**src/rtl/lrc_pkg.sv**
```systemverilog
package lrc_pkg;
  localparam int unsigned NUM_REGIMES = 4;
  localparam int unsigned SEL_W       = $clog2(NUM_REGIMES);

  typedef enum logic [SEL_W-1:0] {
    RG_COUNT  = 2'd0,
    RG_DLINE  = 2'd1,
    RG_BBPID  = 2'd2,
    RG_BBONLY = 2'd3
  } regime_t;
endpackage

```
**src/rtl/lrc_abs.sv**
```systemverilog
module lrc_abs #(
  parameter int unsigned W = 8
) (
  input  logic [W-1:0] val,
  output logic [W-1:0] mag
);
  // Unsigned result: the most negative code maps to 2**(W-1) without overflow.
  always_comb begin
    if (val[W-1]) mag = (~val) + {{(W-1){1'b0}}, 1'b1};
    else          mag = val;
  end
endmodule

```
**src/rtl/lrc_cmp.sv**
```systemverilog
module lrc_cmp #(
  parameter int unsigned W = 8,
  parameter int unsigned N = 2
) (
  input  logic [W-1:0]        mag,
  input  logic [N-1:0][W-1:0] limit,
  output logic [N-1:0]        below
);
  for (genvar g = 0; g < N; g++) begin : g_cmp
    assign below[g] = (mag < limit[g]);
  end
endmodule

```
**src/rtl/lrc_fsm.sv**
```systemverilog
module lrc_fsm
  import lrc_pkg::*;
(
  input  logic    clk,
  input  logic    rst_n,
  input  logic    sample,
  input  logic    below_coarse,
  input  logic    below_fine,
  input  logic    kd_zero,
  input  logic    retune,
  output regime_t state
);
  regime_t nxt;

  always_comb begin
    nxt = state;
    if (retune) begin
      nxt = RG_COUNT;
    end else if (sample) begin
      unique case (state)
        RG_COUNT:  if (below_coarse) nxt = RG_DLINE;
        RG_DLINE:  if (below_fine)   nxt = RG_BBPID;
        RG_BBPID:  if (kd_zero)      nxt = RG_BBONLY;
        RG_BBONLY: nxt = RG_BBONLY;
        default:   nxt = RG_COUNT;
      endcase
    end
  end

  always_ff @(posedge clk or negedge rst_n) begin
    if (!rst_n) state <= RG_COUNT;
    else        state <= nxt;
  end
endmodule

```
**src/rtl/lock_regime_ctrl.sv**
```systemverilog
module lock_regime_ctrl
  import lrc_pkg::*;
#(
  parameter int unsigned ERR_W = 8
) (
  input  logic                   clk,
  input  logic                   rst_n,
  input  logic                   err_valid,
  output logic                   err_ready,
  input  logic [ERR_W-1:0]       phase_err,
  input  logic [ERR_W-1:0]       thr_coarse,
  input  logic [ERR_W-1:0]       thr_fine,
  input  logic                   kd_zero,
  input  logic                   retune,
  output logic [NUM_REGIMES-1:0] mode_onehot,
  output logic [SEL_W-1:0]       gain_sel,
  output logic                   pid_en
);
  localparam int unsigned NUM_LIM = 2;
  localparam int unsigned LIM_C   = 0;
  localparam int unsigned LIM_F   = 1;

  logic [ERR_W-1:0]              err_mag;
  logic [NUM_LIM-1:0][ERR_W-1:0] limits;
  logic [NUM_LIM-1:0]            below;
  regime_t                       state;

  assign err_ready     = 1'b1;
  assign limits[LIM_C] = thr_coarse;
  assign limits[LIM_F] = thr_fine;

  lrc_abs #(.W(ERR_W)) u_abs (
    .val (phase_err),
    .mag (err_mag)
  );

  lrc_cmp #(.W(ERR_W), .N(NUM_LIM)) u_cmp (
    .mag   (err_mag),
    .limit (limits),
    .below (below)
  );

  lrc_fsm u_fsm (
    .clk          (clk),
    .rst_n        (rst_n),
    .sample       (err_valid & err_ready),
    .below_coarse (below[LIM_C]),
    .below_fine   (below[LIM_F]),
    .kd_zero      (kd_zero),
    .retune       (retune),
    .state        (state)
  );

  // All outputs decode the single state register, so they change together.
  assign mode_onehot = {{(NUM_REGIMES-1){1'b0}}, 1'b1} << state;
  assign gain_sel    = state;
  assign pid_en      = (state == RG_BBPID);
endmodule

```
**config.mk**
```make
export PLATFORM = sky130hd
export DESIGN_NAME = lock_regime_ctrl
export DESIGN_NICKNAME = d
export VERILOG_FILES = /design/src/rtl/lrc_pkg.sv /design/src/rtl/lrc_abs.sv /design/src/rtl/lrc_cmp.sv /design/src/rtl/lrc_fsm.sv /design/src/rtl/lock_regime_ctrl.sv
export SDC_FILE = /design/constraint.sdc
export NUM_CORES = 1
export LEC_CHECK = 0
export BUFFER_PORTS_ARGS = -buffer_cell sky130_fd_sc_hd__buf_2
export CORE_UTILIZATION = 42
export CTS_CLUSTER_DIAMETER = 100
export DETAILED_ROUTE_END_ITERATION = 10
export GPL_ROUTABILITY_DRIVEN = 0
export GPL_TIMING_DRIVEN = 1
export PLACE_DENSITY = 0.89
export SYNTH_ARGS = -nofsm -noshare
export SYNTH_HDL_FRONTEND = slang
export SYNTH_SLANG_ARGS = --single-unit
```
**constraint.sdc**
```tcl
create_clock -name clk -period 1.4 [get_ports clk]
set_clock_uncertainty 0.05 [all_clocks]
set_input_delay 0.14 -clock clk [delete_from_list [all_inputs] [get_ports clk]]
set_output_delay 0.14 -clock clk [all_outputs]
set_load 0.05 [all_outputs]
```
* Word-level counts from Yosys, hierarchy flattened
Index checks and enable logic that the tools add are counted.
Storage, ports and cells: register bits after elaboration 2, bits in latches 0, memory bits (writable) 0, memory bits (read-only) 0, input bits 29, output and inout port bits 8, word-level logic and storage cells 22, memories 0
Cells by class: add/sub/neg operators 1, multipliers 0, div/mod/pow operators 0, magnitude comparators 2, equality and inequality tests 6, shift operators 1, muxes and demuxes 7, bitwise logic cells 1, reductions and logical operators 3
Operators by type and width (number):
- 8-bit less-than comparator | 2
- 2-bit two-way mux | 5
- 8-bit by 1-bit adder with 8-bit output, second input constant | 1
- 8-bit two-way mux | 1
- 8-bit NOT | 1
- 2-bit case mux with 4 select lines | 1
- 3-bit by 2-bit inequality test with 1-bit output, second input constant | 2
- 2-bit == test, second input constant | 2
- 4-bit AND reduction | 1
- 1-bit by 2-bit << shifter with 4-bit output, first input constant | 1
- 3-bit inequality test, second input constant | 1
- 2-bit by 1-bit == test with 1-bit output, second input constant | 1
- 2-bit logical NOT | 1
- 2-bit nonzero test | 1

* Depth between registers and ports, before layout
Gate-level depths: netlist of the first run.
word-level depth 8, gate-level depth with buffers 11, depth with buffers taken out 11

* Cells and area by module
A second synthesis of the first run with hierarchy kept.
Unflattened totals: cell total of the unflattened synthesis 86, area, all modules 648.1 sq um
By module, submodules not included:
- lrc_cmp | instances 1, cells an instance 49, area each 357.8 sq um, seq. area each 0.0 sq um
- lrc_abs | instances 1, cells an instance 21, area each 146.4 sq um, seq. area each 0.0 sq um
- lrc_fsm | instances 1, cells an instance 9, area each 98.8 sq um, seq. area each 50.0 sq um
- lock_regime_ctrl | instances 1, cells an instance 7, area each 45.0 sq um, seq. area each 0.0 sq um

* Least setup slack after synthesis of the first run
Ideal clock, no wire load.
path kind input to register, from input phase_err[1], to register u_fsm.state[1], library setup time 0.077 ns, arrival 1.897 ns, required time 1.273 ns, setup slack -0.625 ns, cell stages on the path 8, buffers on the path 0, cell sequence or3_4 -> o31ai_2 -> xnor2_1 -> ha_1 -> a211oi_1 -> nor2_1 -> or3_1 -> a21oi_1
On the way: longest elaborated chain between the ends 6, elaborated cells on any way between the ends 8, classes of those cells add/sub: 1; order compare: 2; eq/ne: 2; mux: 1; bitwise: 1; reduce/logical: 1
Ends and longest elaborated chain:
- start, declared | RTL line lock_regime_ctrl.sv:10 | input logic [ERR_W-1:0] phase_err,
- 8-bit NOT | RTL line lrc_abs.sv:9 | if (val[W-1]) mag = (~val) + {{(W-1){1'b0}}, 1'b1};
- 8-bit by 1-bit adder with 8-bit output | RTL line lrc_abs.sv:9
- 8-bit two-way mux * | RTL line lrc_abs.sv:9
- 8-bit less-than comparator | RTL line lrc_cmp.sv:10 | assign below[g] = (mag < limit[g]);
- 3-bit by 2-bit inequality test with 1-bit output (no line)
- 4-bit AND reduction (no line) *
- end signal, assigned | RTL line lrc_fsm.sv:32 | else state <= nxt;
- end, declared | RTL line lrc_fsm.sv:11 | output regime_t state
Every way passes the cells marked *; elsewhere a longest branch is shown, timed or not. A chain may end at the register's enable or synchronous reset.

* Worst setup path after layout of the first run
from input phase_err[1], to register u_fsm.state[0]
Same word-level chain as after synthesis.

==> qor.yml, run 1 <==
status: "complete, but fails checks"
violations: "setup timing"
total_power_mw: 0.685
cts_root_buf: "clkbuf_4"
powerDensity_nw_per_um2: 693
die_h_um: 40.5
portBuffers: 35
crit_chain: "buf_6 -> or3_4 -> o31ai_4 -> xnor2_2 -> ha_1 -> a211oi_2 -> nor2_1 -> nor3_1 -> a21oi_1 -> nor3_1"
grt_overflow: 0
antenna_found_initial: 0
rows: 13
r2r_end: "u_fsm.state[1]$_DFFE_PN0P_"
clock-sinks: 2
worstHoldStart: "retune"
clock.fmax_ghz: 0.511
cp_slowest_cell: "or3_4"
final_cells: 146
dpl.hpwl_mm: 1.37
crit_family: "simple AND/OR/NAND/NOR gates"
layout-drive-gt1-share_pct: 45.8
hold_end: "u_fsm.state[1]$_DFFE_PN0P_"
path_clk_slew_ns: 0.03
drtPass1Iterations: 4
hp-class: "primary input to flip-flop"
synth.top_cell.area_share_pct: 30.2
cp_max_fo: 3
reg.largest.list: "u_fsm.state x2"
grt_max_degree: 9
track_usage_pct: 20.9
r2r_cells: 3
fin_crit_ns: 1.96
core_um2: 1330
ys.flop_type: "dfrtp_1"
vias_per_cell: 5.09
hold_viol: 0
setup.worst_path.end_class: "flip-flop"
start_util_pct: 46.6
finalSetupViolations: 4
num_antenna_cells: 0
cp_num_buf_inv: 1
seq_area_um2: 50.0
setup_tns_ns: -1.14
fp.dieW_um: 40.5
vdd_drop_max_v: 0.000410
first_global_vias: 655
synth_cell_types: 28
ios: 37
synth_enable_flop_cells: 0
max_flop_register: "u_fsm.state"
synthCells: 84
clk_latency_ns: 0.23
drc: 0
cts_tree: "done"
drtIter0Drc: 6
syn_area_um2: 622
slew_violations: 0
maxCapViolCount: 0
syn_to_final_growth_pct: 59.0
syn_area_per_cell_um2: 7.40
critical_path_arrival_ns: 2.03
largest_register_ffs: 2
cts_made_buffers: 3
die_area_um2: 1640
yosysWarnings: 0
wl_mm: 1.65
max_stage_delay_ns: 0.41
clock_path_buffers: 2
placedCellCount: 141
antenna_left: 0
path_class: "primary input to flip-flop"
fin_ws_ns: -0.555
ys_ff_latch: 2
route.vias.total: 743
fillCellCount: 110
htree_levels: 1
multi_input_area_um2: 557
synthTopCellsByArea: "ha_1 (30%), inv_1 (11%), dfrtp_1 (8.0%)"
cp.required_ns: 1.48
rsz0062_at_grt: "true"
layout.nets: 177
hold_depth: 2
ys_async_sr_fraction_pct: 100
critPathLaunchType: "primary input"
r2r_slack_ns: 0.13
period_share_pct: 140
crit_cells: 10
p_leak_nw: 0.556
grt_pass1_wl_mm: 2.33
path_common_cell: "nor3_1"
synth_top_area_cell: "ha_1"
regToRegStartpoint: "u_fsm.state[0]$_DFFE_PN0P_"
synth.net_count: 128
yosysSeqAreaShare_pct: 8.05
wl_per_cell_um: 11.3
cell families (layout without fill, tap and decap cells):
family	count (synthesis)	in the layout	synth area share (%)
flip-flops	2	2	8.05
buffers and inverters	20	67	13.3
other	1	1	0.603
AO/OA/AOI/OAI	17	17	18.9
AND/OR/NAND/NOR	24	24	21.9
XOR/XNOR	5	5	7.04
adder cells (fa/ha/maj)	15	15	30.2
timing repair:
| item | 4_1_cts | 5_1_grt |
|---|---|---|
| gates resized for setup | 6 | 2 |
| endpoints found under the hold margin | 2 | 0 |
| hold buffers | 1 | 0 |
| buffers inserted | 0 | 1 |
| setup endpoints to repair | 4 | 4 |
| pin swaps | 8 | 0 |
cells in the final DEF, fill, tap and decap left out:
cell type,n
nor2_4,1
inv_1,18
or3_1,2
o21ai_1,2
nor4b_2,1
o21ai_0,3
dlygate4sd3_1,1
nor4_1,1
a21oi_1,4
ha_1,14
and4_1,1
nand2b_1,3
o31ai_4,1
and2_1,1
or3_4,1
buf_6,2
xnor2_2,1
o211ai_1,1
buf_4,10
ha_4,1
a211o_1,1
conb_1,1
nor2_2,1
nor2_1,4
nand2_1,3
nand3b_1,1
a211oi_2,4
clkbuf_4,3
xnor2_1,4
nor2b_4,1
nand4_1,1
nor3_1,2
o221ai_1,1
dfrtp_1,2
buf_2,33
Yosys cell counts, types with 2 or more instances:
cell and number:
nor3_1 2, xnor2_1 5, nand2b_1 3, nor2_1 6, buf_4 2, dfrtp_1 2
o21ai_0 4, nand2_1 3, inv_1 18, a211oi_1 3, or3_1 2, a21oi_1 4
ha_1 15
area by class of cell:
class                           count  area share, %
Multi-Input combinational cell     62           56.3
Tap cell                           15           1.90
Timing Repair Buffer               46           27.6
Clock buffer                        3           2.28
Sequential cell                     2           5.06
Inverter                           18           6.84
metal layers:
layer | wire length (µm) | part of all wire, % | vias to the layer above | GRT usage, %
met4 | 36 | 2.2 | 0 | 10.8
li1 | - | - | 381 | -
met3 | 66 | 4.0 | 4 | 0.556
met2 | 843 | 51 | 27 | 42.9
met1 | 699 | 42 | 331 | 20.5
met5 | 0 | 0 | - | 0
metrics by stage:
step / cell area (µm²) / worst slack (ns) / util [%] / hold slack [ns]
floorplan: 653 / -0.583 / - / -0.206
global placement: 900 / -0.751 / 67.4 / -0.125
detailed placement: 900 / -0.842 / 67.4 / -0.124
CTS: 970 / -0.533 / 72.7 / 0.0534
global route: 988 / -0.662 / 74.1 / 0.0678
finish: 988 / -0.555 / 74.1 / 0.0518
worst max path at each step:
stage                            start                    endpoint  slack [ns]
after global placement    phase_err[1]  u_fsm.state[1]$_DFFE_PN0P_       -0.75
after global routing      phase_err[1]  u_fsm.state[1]$_DFFE_PN0P_       -0.66
after detailed placement  phase_err[1]  u_fsm.state[1]$_DFFE_PN0P_       -0.84
after floorplan           phase_err[1]  u_fsm.state[1]$_DFFE_PN0P_       -0.58
final                     phase_err[1]  u_fsm.state[0]$_DFFE_PN0P_       -0.56
after CTS                 phase_err[1]  u_fsm.state[1]$_DFFE_PN0P_       -0.53
worst reg2reg max path: cells and delay by family, from the launching register on:
kind	cells	cell delay, ns
flip-flops	1	0.49
AND/OR/NAND/NOR	2	0.50
AO/OA/AOI/OAI	1	0.15
where the power goes:
part           switching [mW]  leakage (nW)  internal [mW]  total, mW
registers              0.0238        0.0262         0.0677     0.0915
logic                   0.278         0.516          0.186      0.463
clock network          0.0351        0.0138         0.0949      0.130
Power figures use the tool's default switching activity.
==> run 2, diff against run 1 <==
CORE_MARGIN = 1.5   (was not set)
CORE_UTILIZATION = 38   (was 42)
PLACE_DENSITY = 0.85   (was 0.89)
SLEW_MARGIN = 5   (was not set)
clock period = 1.6 ns   (was 1.4 ns; I/O delays follow)
==> run 2 against run 1 <==
Effect of this change:
- worst hold slack improved by 0.019 ns
- non-clock buffer count is 1 lower
- worst setup slack improved by 0.14 ns
- global-route usage grew 0.81 points
- critical endpoint is now u_fsm.state[1]$_DFFE_PN0P_
- highest routed layer unchanged
- die area increased by 15%
- first-iteration DRC count is 33% higher
- clock-buffer cell count did not move
- register-to-register slack better by 0.27 ns
- sequential power fell by 17%
- the run still ends with setup timing left
- sequential share of layout area about the same
- critical path depth shrank 1
- flip-flop and latch count stayed put
==> qor.yml, run 2 (synthesized netlist as in run 1, its figures left out) <==
status: "complete, but fails checks"
violations: "setup timing"
fin_crit_ns: 2.02
portBuffers: 35
dpl.hpwl_mm: 1.50
clock.fmax_ghz: 0.496
route.vias.total: 769
clk_latency_ns: 0.23
clock_path_buffers: 2
die_area_um2: 1890
clock-sinks: 2
fp.dieW_um: 43.5
wl_per_cell_um: 12.8
path_clk_slew_ns: 0.03
antenna_found_initial: 0
setup_tns_ns: -0.782
critical_path_arrival_ns: 2.12
reg.largest.list: "u_fsm.state x2"
critPathLaunchType: "primary input"
worstHoldStart: "retune"
slew_violations: 0
final_cells: 146
layout_common_cells: "buf_2 (34), inv_1 (18), ha_1 (14), buf_4 (9), nor2_1 (5)"
grt_pass1_wl_mm: 2.98
cts_made_buffers: 3
grt_overflow: 0
rows: 14
track_usage_pct: 21.8
antenna_left: 0
cp_max_fo: 3
drtPass1Iterations: 4
fillCellCount: 131
finalSetupViolations: 2
layout-drive-gt1-share_pct: 46.2
p_leak_nw: 0.552
drc: 0
powerDensity_nw_per_um2: 618
max_flop_register: "u_fsm.state"
finalHoldWorstSlack_ns: 0.0711
wl_mm: 1.87
die_h_um: 43.5
total_power_mw: 0.607
cts_tree: "done"
hp-class: "primary input to flip-flop"
fin_ws_ns: -0.415
post-route-util_pct: 64.4
design_area_um2: 982
cp-startpoint: "phase_err[2]"
start_util_pct: 40.8
htree_levels: 1
placedCellCount: 141
first_global_vias: 793
period_share_pct: 126
syn_to_final_growth_pct: 57.9
grt_max_degree: 9
path_class: "primary input to flip-flop"
mostFrequentLayoutCell: "buf_2"
rsz0062_at_grt: "true"
cts_root_buf: "clkbuf_4"
vdd_drop_max_v: 0.000315
seq_area_um2: 50.0
hold_viol: 0
placed_area_um2: 886
largest_register_ffs: 2
ios: 37
multi_input_area_um2: 563
vias_per_cell: 5.27
cp.required_ns: 1.70
setup.worst_path.end_class: "flip-flop"
drtIter0Drc: 8
maxCapViolCount: 0
num_antenna_cells: 0
regToRegStartpoint: "u_fsm.state[0]$_DFFE_PN0P_"
pre_cts_slack_ns: -0.645
core_um2: 1520
layout.nets: 176
run 2: layout make-up:
cell class,count,share of cell area (%)
Timing Repair Buffer,45,26.4
Sequential cell,2,5.10
Tap cell,16,2.04
Clock buffer,3,2.29
Inverter,18,6.88
Multi-Input combinational cell,62,57.3
run 2: critical path: stages:
cell	delay [ns]
buf_2	0.11
or3_4	0.39
o31ai_4	0.23
xnor2_2	0.15
ha_1	0.29
a211oi_2	0.19
nor2_1	0.07
or3_1	0.37
a21oi_1	0.15
run 2: final timing paths:
kind                                              end  slack (ns)  cells past startpoint
setup / recovery           u_fsm.state[1]$_DFFE_PN0P_       -0.42                      9
hold reg to reg            u_fsm.state[1]$_DFFE_PN0P_        0.64                      2
hold / removal             u_fsm.state[1]$_DFFE_PN0P_        0.07                      2
min in group asynchronous  u_fsm.state[0]$_DFFE_PN0P_        0.19                      2
setup reg to reg           u_fsm.state[1]$_DFFE_PN0P_        0.40                      3
max in group asynchronous  u_fsm.state[1]$_DFFE_PN0P_        1.21                      2
run 2: routing by layer:
layer	part of all wire (%)	global-route usage (%)
met2	52	41.2
met4	8.5	20.0
met1	34	18.1
met5	0	0
met3	5.2	5.00
run 2: timing repair:
item | in CTS | in global routing
buffers inserted | 1 | 0
resized for setup | 7 | 2
setup endpoints to repair | 2 | 2
pin swaps | 8 | 1
endpoints found under the hold margin | 2 | 0
hold buffers | 1 | 0
run 2: power by group:
part / switching (mW) / internal (mW) / leakage [nW]
Sequential: 0.0170 / 0.0593 / 0.0262
Combinational: 0.252 / 0.161 / 0.512
Clock: 0.0346 / 0.0832 / 0.0138
Total: 0.303 / 0.303 / 0.552
